## config.mk

```make
export PLATFORM = sky130hd
export DESIGN_NAME = glyph_expander
export DESIGN_NICKNAME = d
export VERILOG_FILES = /design/src/rtl/glyph_pkg.sv /design/src/rtl/glyph_dp.sv /design/src/rtl/glyph_ctl.sv /design/src/rtl/glyph_expander.sv
export SDC_FILE = /design/constraint.sdc
export NUM_CORES = 1
export LEC_CHECK = 0
export ABC_CLOCK_PERIOD_IN_PS = 3300
export BUFFER_PORTS_ARGS = -buffer_cell sky130_fd_sc_hd__buf_2
export CAP_MARGIN = 20
export CELL_PAD_IN_SITES_DETAIL_PLACEMENT = 2
export CELL_PAD_IN_SITES_GLOBAL_PLACEMENT = 2
export CORE_MARGIN = 2
export CORE_UTILIZATION = 30
export CTS_BUF_LIST = sky130_fd_sc_hd__clkbuf_4
export DETAILED_ROUTE_END_ITERATION = 12
export HOLD_SLACK_MARGIN = 0.05
export PLACE_DENSITY = 0.74
export SYNTH_ARGS = -nofsm -noshare
export SYNTH_HDL_FRONTEND = slang
export SYNTH_SLANG_ARGS = --single-unit
export TNS_END_PERCENT = 20
```

## constraint.sdc

```tcl
create_clock -name clk -period 3.3 [get_ports clk]
set_clock_uncertainty 0.15 [all_clocks]
set_input_delay 0.495 -clock clk [delete_from_list [all_inputs] [get_ports clk]]
set_output_delay 0.495 -clock clk [all_outputs]
set_load 0.01 [all_outputs]
```

## src/rtl/glyph_pkg.sv

```systemverilog
package glyph_pkg;
  localparam int COORD_W  = 16;
  localparam int CHAN_W   = 8;
  localparam int NUM_CHAN = 3;
  localparam int HDR_LEN  = 11;

  localparam logic [7:0] OP_COLWIN = 8'h2A;
  localparam logic [7:0] OP_ROWWIN = 8'h2B;
  localparam logic [7:0] OP_MEMWR  = 8'h2C;

  typedef enum logic [2:0] {
    ST_IDLE, ST_HDR, ST_FETCH, ST_CAPT, ST_PIX, ST_DONE
  } phase_t;

  typedef struct packed {
    logic loadCfg;
    logic hdrStep;
    logic loadGlyph;
    logic pixStep;
    logic selPix;
  } dpCtrl_t;
endpackage

```

## src/rtl/glyph_dp.sv

```systemverilog
module glyph_dp
  import glyph_pkg::*;
#(
  parameter int GLYPH_DIM = 32,
  localparam int BYTES_PER_ROW = GLYPH_DIM / 8,
  localparam int GLYPH_BYTES = GLYPH_DIM * BYTES_PER_ROW,
  localparam int ADDR_W = $clog2(GLYPH_BYTES),
  localparam int COLOR_W = NUM_CHAN * CHAN_W
) (
  input  logic               clk,
  input  logic               rstN,
  input  dpCtrl_t            ctl,
  input  logic [COORD_W-1:0] posX,
  input  logic [COORD_W-1:0] posY,
  input  logic [COLOR_W-1:0] fgColor,
  input  logic [7:0]         romData,
  output logic [ADDR_W-1:0]  romAddr,
  output logic               outIsData,
  output logic [7:0]         outByte,
  output logic               hdrLast,
  output logic               pixLast,
  output logic               glyphLast
);
  localparam int LANE_W = $clog2(NUM_CHAN);

  logic [COORD_W-1:0] xReg, yReg, xEnd, yEnd;
  logic [COLOR_W-1:0] fgReg;
  logic [3:0]         hdrIdx;
  logic [2:0]         bitIdx;
  logic [LANE_W-1:0]  lane;
  logic [ADDR_W-1:0]  byteIdx;
  logic [7:0]         glyphByte;
  logic               laneLast;

  assign xEnd = xReg + COORD_W'(GLYPH_DIM - 1);
  assign yEnd = yReg + COORD_W'(GLYPH_DIM - 1);

  assign romAddr   = byteIdx;
  assign hdrLast   = (hdrIdx == 4'(HDR_LEN - 1));
  assign laneLast  = (lane == LANE_W'(NUM_CHAN - 1));
  assign pixLast   = laneLast && (bitIdx == 3'd7);
  assign glyphLast = (byteIdx == ADDR_W'(GLYPH_BYTES - 1));

  always_ff @(posedge clk or negedge rstN) begin
    if (!rstN) begin
      xReg      <= '0;
      yReg      <= '0;
      fgReg     <= '0;
      hdrIdx    <= '0;
      bitIdx    <= '0;
      lane      <= '0;
      byteIdx   <= '0;
      glyphByte <= '0;
    end else begin
      if (ctl.loadCfg) begin
        xReg    <= posX;
        yReg    <= posY;
        fgReg   <= fgColor;
        hdrIdx  <= '0;
        byteIdx <= '0;
      end
      if (ctl.hdrStep) hdrIdx <= hdrIdx + 4'd1;
      if (ctl.loadGlyph) begin
        glyphByte <= romData;
        bitIdx    <= '0;
        lane      <= '0;
      end
      if (ctl.pixStep) begin
        if (laneLast) begin
          lane <= '0;
          if (bitIdx == 3'd7) begin
            if (!glyphLast) byteIdx <= byteIdx + ADDR_W'(1);
          end else begin
            bitIdx <= bitIdx + 3'd1;
          end
        end else begin
          lane <= lane + LANE_W'(1);
        end
      end
    end
  end

  // Colour lanes, most significant channel first
  logic [CHAN_W-1:0] chanByte [NUM_CHAN];
  for (genvar c = 0; c < NUM_CHAN; c++) begin : g_chan
    assign chanByte[c] = fgReg[COLOR_W-1-c*CHAN_W -: CHAN_W];
  end

  logic       hdrFlag;
  logic [7:0] hdrByte;
  logic [7:0] pixByte;

  always_comb begin
    case (hdrIdx)
      4'd0:    {hdrFlag, hdrByte} = {1'b0, OP_COLWIN};
      4'd1:    {hdrFlag, hdrByte} = {1'b1, xReg[15:8]};
      4'd2:    {hdrFlag, hdrByte} = {1'b1, xReg[7:0]};
      4'd3:    {hdrFlag, hdrByte} = {1'b1, xEnd[15:8]};
      4'd4:    {hdrFlag, hdrByte} = {1'b1, xEnd[7:0]};
      4'd5:    {hdrFlag, hdrByte} = {1'b0, OP_ROWWIN};
      4'd6:    {hdrFlag, hdrByte} = {1'b1, yReg[15:8]};
      4'd7:    {hdrFlag, hdrByte} = {1'b1, yReg[7:0]};
      4'd8:    {hdrFlag, hdrByte} = {1'b1, yEnd[15:8]};
      4'd9:    {hdrFlag, hdrByte} = {1'b1, yEnd[7:0]};
      default: {hdrFlag, hdrByte} = {1'b0, OP_MEMWR};
    endcase
  end

  assign pixByte   = glyphByte[bitIdx] ? chanByte[lane] : '0;
  assign outIsData = ctl.selPix ? 1'b1 : hdrFlag;
  assign outByte   = ctl.selPix ? pixByte : hdrByte;
endmodule

```

## src/rtl/glyph_ctl.sv

```systemverilog
module glyph_ctl
  import glyph_pkg::*;
(
  input  logic    clk,
  input  logic    rstN,
  input  logic    startReq,
  input  logic    outReady,
  input  logic    hdrLast,
  input  logic    pixLast,
  input  logic    glyphLast,
  output dpCtrl_t ctl,
  output logic    outValid,
  output logic    busy,
  output logic    doneStrobe
);
  phase_t state, nextState;

  always_ff @(posedge clk or negedge rstN) begin
    if (!rstN) state <= ST_IDLE;
    else       state <= nextState;
  end

  always_comb begin
    ctl       = '0;
    outValid  = 1'b0;
    nextState = state;
    case (state)
      ST_IDLE: if (startReq) begin
        ctl.loadCfg = 1'b1;
        nextState   = ST_HDR;
      end
      ST_HDR: begin
        outValid = 1'b1;
        if (outReady) begin
          if (hdrLast) nextState   = ST_FETCH;
          else         ctl.hdrStep = 1'b1;
        end
      end
      ST_FETCH: nextState = ST_CAPT;
      ST_CAPT: begin
        ctl.loadGlyph = 1'b1;
        nextState     = ST_PIX;
      end
      ST_PIX: begin
        outValid   = 1'b1;
        ctl.selPix = 1'b1;
        if (outReady) begin
          ctl.pixStep = 1'b1;
          if (pixLast) nextState = glyphLast ? ST_DONE : ST_FETCH;
        end
      end
      ST_DONE: nextState = ST_IDLE;
      default: nextState = ST_IDLE;
    endcase
  end

  assign busy       = (state != ST_IDLE);
  assign doneStrobe = (state == ST_DONE);
endmodule

```

## src/rtl/glyph_expander.sv

```systemverilog
module glyph_expander
  import glyph_pkg::*;
#(
  parameter int GLYPH_DIM = 32,
  localparam int GLYPH_BYTES = GLYPH_DIM * (GLYPH_DIM / 8),
  localparam int ADDR_W = $clog2(GLYPH_BYTES)
) (
  input  logic                         clk,
  input  logic                         rstN,
  input  logic                         startReq,
  input  logic [COORD_W-1:0]           posX,
  input  logic [COORD_W-1:0]           posY,
  input  logic [NUM_CHAN*CHAN_W-1:0]   fgColor,
  output logic                         busy,
  output logic [ADDR_W-1:0]            romAddr,
  input  logic [7:0]                   romData,
  output logic                         outValid,
  input  logic                         outReady,
  output logic                         outIsData,
  output logic [7:0]                   outByte,
  output logic                         doneStrobe
);
  dpCtrl_t ctl;
  logic    hdrLast, pixLast, glyphLast;

  glyph_ctl u_ctl (
    .clk, .rstN, .startReq, .outReady, .hdrLast, .pixLast, .glyphLast,
    .ctl, .outValid, .busy, .doneStrobe
  );

  glyph_dp #(.GLYPH_DIM(GLYPH_DIM)) u_dp (
    .clk, .rstN, .ctl, .posX, .posY, .fgColor, .romData, .romAddr,
    .outIsData, .outByte, .hdrLast, .pixLast, .glyphLast
  );
endmodule

```

==> metrics.txt, run 1 <==
capture instance of the worst register-to-register path=u_dp.romAddr[2]$_DFF_PN0_; fin util=37.9%; final count of negative-setup-slack endpoints=0; cell leakage power=2.47 nW; library cell used as clock root buffer=clkbuf_4; number of global-route vias before repair=~4400; total routing resource utilization after global routing=18.3%; number of input and output port buffers inserted=between 80 and 90; critical path required time=roughly 2.7 ns; Synth-to-Final Area Change=24.0%; synthesized instance count=472; library cells used by synthesis=56; Worst Reg-to-Reg Cells=6; average vias per placed instance=5.24; area of the core region=15800 um2; count of placed standard cells including taps=752; status=finished clean; net count after synthesis=between 500 and 600; Max VDD drop=0.364 mV; slew of the pin with the lowest slew margin=about 0.66 ns; Post-synth top flop=dfrtp_1; largest net degree at the start of global routing=84; RePlAce Congestion=0.922; Slew Limit Headroom=55.9%; Pre-antenna DRT Iters=4; sequential element share of the synthesized area=a little over two fifths; Detail Route Antenna Nets=0; maximum root-to-sink buffer count=2; longest individual stage delay on the worst path=around 0.47 ns; Routed wire per std cell=19.7 um; DRC errors left=0; fraction of layout cells with a size suffix above 1=39.8%; Worst Setup End Kind=primary output; Die H=131 um; leading post-synthesis cells by cell area=dfrtp_1 (43%), mux2_2 (14%), nand2_1 (4.0%), o21ai_0 (3.6%), xnor2_1 (3.3%); H-tree level count=3; worst reg2reg setup slack=slightly below 0.9 ns; maximum clock frequency=311 MHz; top cell type's share of synthesized area=around 43%; Max FO, Critical Path=5; I/O pins=87; worst setup path class=register to primary output; count of synthesis-stage warnings from yosys=0; sink of the worst hold path=u_dp.xReg[1]$_DFFE_PN0P_; synth cell count leaders=dfrtp_1 (83), mux2_2 (61), nand2_1 (51), o21ai_0 (35), nor2_1 (21); WL final=around 16000 um; Hold Path Stages=3; unrepaired setup endpoints after global routing=yes; synthesized area per cell=10.3 um2; Post-synth ARST share=100%; fin worst setup slack=0.0879 ns; crit path cell chain=buf_4 -> or4_4 -> o211ai_4 -> nor2_1 -> xnor2_1 -> o221ai_2 -> a22o_1 -> buf_2; post-synth design cell area=4840 um2; number of enable-type register cells in the synthesized netlist=0; number of hold violations in the final report=0; data arrival time of the critical path=2.57 ns; horizontal die dimension=131 um; kind of launch point of the worst setup path=register; Clk Latency, worst-skew pair=about 0.46 ns; Max Transition Viols Final=0; final standard cell count with taps included and fillers excluded=790; sink count of the clock tree=83; hold_sp=posX[1]; setup TNS after final layout=0 ns; Design Power=~0.0057 W; number of nets at the end of the flow=645; worst hold-check path type=input port to register; initial standard-cell utilization of the core=between 30% and 40%; Die Footprint=17200 um2; Yosys top cell by area=dfrtp_1; Num CTS Buffers=9; FF-to-FF Start=u_dp.lane[1]$_DFFE_PN0P_; flop and latch count out of synthesis=83; crit path max-delay cell type=or4_4; most frequent cell after synthesis=dfrtp_1; period utilization=97.3%; setup slack after placement=~0.19 ns; Pwr per Cell Area=between 900 and 1000 nW/um2; clock-pin slew on the worst setup and hold paths=0.12 ns; global-route wire length before repair=23900 um; minimum clock period=3.21 ns; DR iter-0 viols=118; Site Rows=46; overflow left after global routing=0; CTS tree=built; total via count after detailed routing=4136; max cap viols=0; Post-DP HPWL=11100 um; antenna violations before repair=1
[final cells by class]
class | count | area (um2)
fillers | 1707 | 9830
clock buffers | 11 | 82.6
inverters | 12 | 45.0
well taps | 216 | 270
repair buffers | 111 | 658
diodes | 1 | 2.50
multi-input cells | 351 | 2780
flip-flops and latches | 83 | 2090
clock inverters | 5 | 77.6
[registers in the layout, summed over array words and instances, names as in the netlist]
name            cells
u_dp.yReg          16
u_ctl.state         3
u_dp.bitIdx         3
u_dp.hdrIdx         4
u_dp.xReg          16
u_dp.romAddr        7
u_dp.lane           2
u_dp.glyphByte      8
u_dp.chanByte      24
[routing by layer]
metal	global-route usage, %	part of all wire [%]	vias to the layer above
met2	32.4	53	87
met1	22.6	41	2111
met3	3.62	4.2	20
li1	-	-	1918
met5	0	0	-
met4	5.69	1.9	0
[cell usage in the layout (no fill, tap or decap), types with 3 or more instances in the layout]
cell type / n
a211oi_1: 9
a21o_1: 3
a21oi_1: 11
a221oi_1: 5
a22o_1: 3
a22oi_1: 6
and3_1: 6
buf_2: 85
buf_4: 22
clkbuf_4: 11
dfrtp_1: 75
dfrtp_2: 8
ha_1: 4
ha_4: 4
inv_1: 8
inv_2: 4
mux2_2: 61
mux2i_1: 12
nand2_1: 51
nand3_1: 16
nand3b_1: 4
nor2_1: 19
nor2b_1: 6
nor3_1: 5
nor3_2: 3
o21ai_0: 35
o221ai_1: 6
o22ai_1: 3
o31ai_1: 4
xnor2_1: 17
xor2_1: 9
[cell families after synthesis]
logic type / synth area share [%]
AOI/OAI and AO/OA: 15.3
xor gates and xnor gates: 4.89
adders and majority gates: 2.33
buffers and inverters: 3.28
DFF: 42.9
muxes: 17.6
and+or+nand+nor: 13.6
[what timing repair did]
| item | CTS | global route |
|---|---|---|
| pin swaps | 0 | 10 |
| endpoints found under the hold margin | 1 | 21 |
| endpoints found under the setup margin | 8 | 8 |
| hold buffers | 1 | 1 |
| gates cloned | 0 | 1 |
| buffers inserted | 0 | 17 |
| resized for setup | 15 | 25 |
[critical path, delay by kind of cell (launching register included)]
| kind | cells | cell delay [ns] |
|---|---|---|
| buf+inv | 2 | 0.29 |
| flops | 1 | 0.42 |
| xor+xnor | 1 | 0.23 |
| compound gates | 3 | 0.62 |
| simple gates | 2 | 0.55 |
[worst max path at each step]
stage,from,endpoint,slack (ns)
finish,u_dp.xReg[0]$_DFFE_PN0P_,outByte[5],0.09
CTS,u_dp.hdrIdx[1]$_DFFE_PN0P_,outByte[2],-0.07
floorplan,u_dp.hdrIdx[0]$_DFFE_PN0P_,outByte[7],0.76
detailed placement,u_dp.hdrIdx[1]$_DFFE_PN0P_,outByte[2],0.19
global placement,u_dp.hdrIdx[0]$_DFFE_PN0P_,outByte[2],0.25
global route,u_dp.hdrIdx[0]$_DFFE_PN0P_,outByte[5],-0.10
[where the power goes]
group | leakage, nW | internal (W) | switching [W] | total [W]
sequential | 1.00 | 0.00147 | 0.000623 | 0.00209
combinational | 1.38 | 0.00143 | 0.00148 | 0.00292
clock | 0.0885 | 0.000322 | 0.000361 | 0.000683
[through the flow]
| stage | hold slack, ns | area, um2 |
|---|---|---|
| 3_3_place_gp | 0.334 | 5490 |
| 4_1_cts | 0.0539 | 5710 |
| 5_1_grt | 0.0819 | 6000 |
| 6_report | 0.0967 | 6000 |
| 2_1_floorplan | 0.0494 | 4840 |
| 3_5_place_dp | 0.342 | 5490 |
Power figures use the tool's default switching activity.
==> run 2: changes to the inputs <==
--- a/config.mk
+++ b/config.mk
@@ -13,9 +13,10 @@
 export CORE_MARGIN = 2
 export CORE_UTILIZATION = 30
 export CTS_BUF_LIST = sky130_fd_sc_hd__clkbuf_4
+export CTS_CLUSTER_SIZE = 12
 export DETAILED_ROUTE_END_ITERATION = 12
 export HOLD_SLACK_MARGIN = 0.05
-export PLACE_DENSITY = 0.74
+export PLACE_DENSITY_LB_ADDON = 0.1
 export SYNTH_ARGS = -nofsm -noshare
 export SYNTH_HDL_FRONTEND = slang
 export SYNTH_SLANG_ARGS = --single-unit
==> metrics.txt, run 2 (synthesis gave the netlist of run 1 again) <==
status=finished clean; period utilization=98.7% (+1.3 points); fin util=38.5% (+0.64 points); sw frac=42.7% (-0.71 points); met3 WL post-DR=573 um (-13%); total via count after detailed routing=4105 (-0.75%); WL final=15900 um (+2.1%); DRC errors left=0 (unchanged); initial standard-cell utilization of the core=30.6% (unchanged); met2 routed WL=8030 um (-2.2%); Die Footprint=17200 um2 (unchanged); final count of negative-setup-slack endpoints=0 (unchanged); DR iter-0 viols=148 (+25%); Crit. Startpoint=u_dp.xReg[2]$_DFFE_PN0P_; commonest non-fill, non-tap cells in the layout=buf_2 (85), dfrtp_1 (77), mux2_2 (61); total routing resource utilization after global routing=19.3% (+0.96 points); antenna violations before repair=2 (+1); filler cell count=1744 (+2.2%); clock-pin slew on the worst setup and hold paths=0.13 ns (about the same); setup TNS after final layout=0 ns (unchanged); critical path required time=2.65 ns (about the same); cell area after layout=6100 um2 (+1.7%); Detail Route Antenna Nets=0 (unchanged); top routing layer in use=met4; count of placed standard cells including taps=757 (+0.66%); proportion of power drawn by flip-flops and latches=35.7% (-1.1 points); kind of launch point of the worst setup path=register; data arrival time of the critical path=2.61 ns (+0.04 ns); final standard cell count with taps included and fillers excluded=802 (+1.5%); number of hold violations in the final report=0 (unchanged); Num CTS Buffers=9 (unchanged); Synth-to-Final Area Change=26.1%; number of nets at the end of the flow=655 (+1.6%); NetSw=0.00245 W (-0.93%); slew of the pin with the lowest slew margin=0.711 ns (+0.0507 ns); horizontal die dimension=131 um (unchanged); worst hold-check path type=input port to register; H-tree level count=3 (unchanged); most frequent standard cell in the layout excluding fill and tap cells=buf_2; Worst Setup End Kind=primary output; hold_sp=posX[1]; RePlAce Congestion=0.856 (-7.2%); Pre-antenna DRT Iters=5 (+1); library cell used as clock root buffer=clkbuf_4; FF-to-FF Start=u_dp.bitIdx[1]$_DFF_PN0_; Max FO, Critical Path=5 (unchanged); Max Transition Viols Final=0 (unchanged); flip-flop and latch area=2080 um2 (-0.12%); Site Rows=46 (unchanged); Slew Limit Headroom=52.5% (-3.4 points); I/O pins=87 (unchanged); number of global-route vias before repair=4504 (+3.1%); Post-DP HPWL=11700 um (+5.2%); combinational fraction of design power=50.8% (-0.4 points); largest net degree at the start of global routing=64 (-24%); fin worst setup slack=0.0442 ns (-0.0437 ns); Pint=0.00328 W (+2.0%); minimum clock period=3.26 ns (+0.0437 ns); worst setup path class=register to primary output; average vias per placed instance=5.12 (-2.2%); setup slack after placement=0.237 ns (+0.0507 ns); global-route wire length before repair=25000 um (+4.7%); Die H=131 um (unchanged); footprint of the multi-input gates=2770 um2 (-0.32%); maximum clock frequency=307 MHz (-1.3%); area of the core region=15800 um2 (unchanged); power share of the clock group=13.4% (+1.4 points); flip-flop count of the largest register after layout=24 (unchanged); unrepaired setup endpoints after global routing=yes; number of input and output port buffers inserted=86 (unchanged); maximum root-to-sink buffer count=2 (unchanged); Max VDD drop=0.300 mV (-18%); CTS tree=built; Routed wire per std cell=19.9 um (+0.56%); Post-Place Cell Area=5520 um2 (+0.68%); cell leakage power=2.52 nW (+1.9%); overflow left after global routing=0 (unchanged); Met1 Wirelength=7080 um (+9.8%); Pwr per Cell Area=939 nW/um2 (-0.96%); sink count of the clock tree=83 (unchanged); fraction of layout cells with a size suffix above 1=38.8% (-1.0 points); Clk Latency, worst-skew pair=0.49 ns (+0.03 ns); max cap viols=0 (unchanged)
[run 2: final timing paths]
kind / to / slack [ns] / cells past startpoint
min reg2reg: u_dp.chanByte[8]$_DFFE_PN0P_ / 0.37 / 1
min in group asynchronous: u_dp.yReg[6]$_DFFE_PN0P_ / 0.37 / 2
min: u_dp.xReg[1]$_DFFE_PN0P_ / 0.07 / 3
max in group asynchronous: u_dp.xReg[2]$_DFFE_PN0P_ / 1.87 / 3
max reg2reg: u_dp.romAddr[2]$_DFF_PN0_ / 0.92 / 8
max: outByte[3] / 0.04 / 7
[run 2: power by group through the flow]
stage / clock (W) / combinational (W) / sequential (W)
after floorplan: 0 / 0.00194 / 0.00178
after global placement: 0 / 0.00255 / 0.00205
after detailed placement: 0 / 0.00260 / 0.00208
after CTS: 0.000802 / 0.00273 / 0.00205
after global routing: 0.000832 / 0.00323 / 0.00212
final: 0.000771 / 0.00291 / 0.00205
[run 2: worst max-delay path: stages (launching register included)]
cell and delay, ns:
dfrtp_2 0.44, or4_4 0.60, o211ai_4 0.27, buf_4 0.16, xor2_1 0.14, o221ai_1 0.16, a22o_1 0.21, buf_2 0.15
[run 2: per-layer routing]
| layer | track usage [%] | up-vias |
|---|---|---|
| met5 | 0 | - |
| met4 | 6.45 | 0 |
| met3 | 3.99 | 16 |
| met2 | 32.8 | 62 |
| met1 | 24.5 | 2085 |
| li1 | - | 1942 |
[run 2: final cells by class]
type / instances / area share [%]
diodes: 3 / 0.123
repair buffers: 122 / 12.1
inverters: 12 / 0.779
clock buffers: 9 / 1.11
flip-flops and latches: 83 / 34.2
clock inverters: 7 / 1.89
well taps: 216 / 4.43
multi-input cells: 350 / 45.4
[run 2: metrics by stage]
step / hold WS, ns / power [W]
final: 0.0663 / 0.00573
after global routing: 0.0590 / 0.00618
after CTS: 0.0500 / 0.00558
after detailed placement: 0.346 / 0.00468
after global placement: 0.338 / 0.00459
after floorplan: 0.0494 / 0.00372
[run 2: timing repair]
| action | 4_1_cts | 5_1_grt |
|---|---|---|
| resized for setup | 16 | 24 |
| hold endpoints to repair | 47 | 0 |
| pin swaps | 1 | 12 |
| setup endpoints to repair | 8 | 8 |
| hold buffers | 10 | 0 |
| cloned | 0 | 0 |
| setup buffers | 3 | 13 |
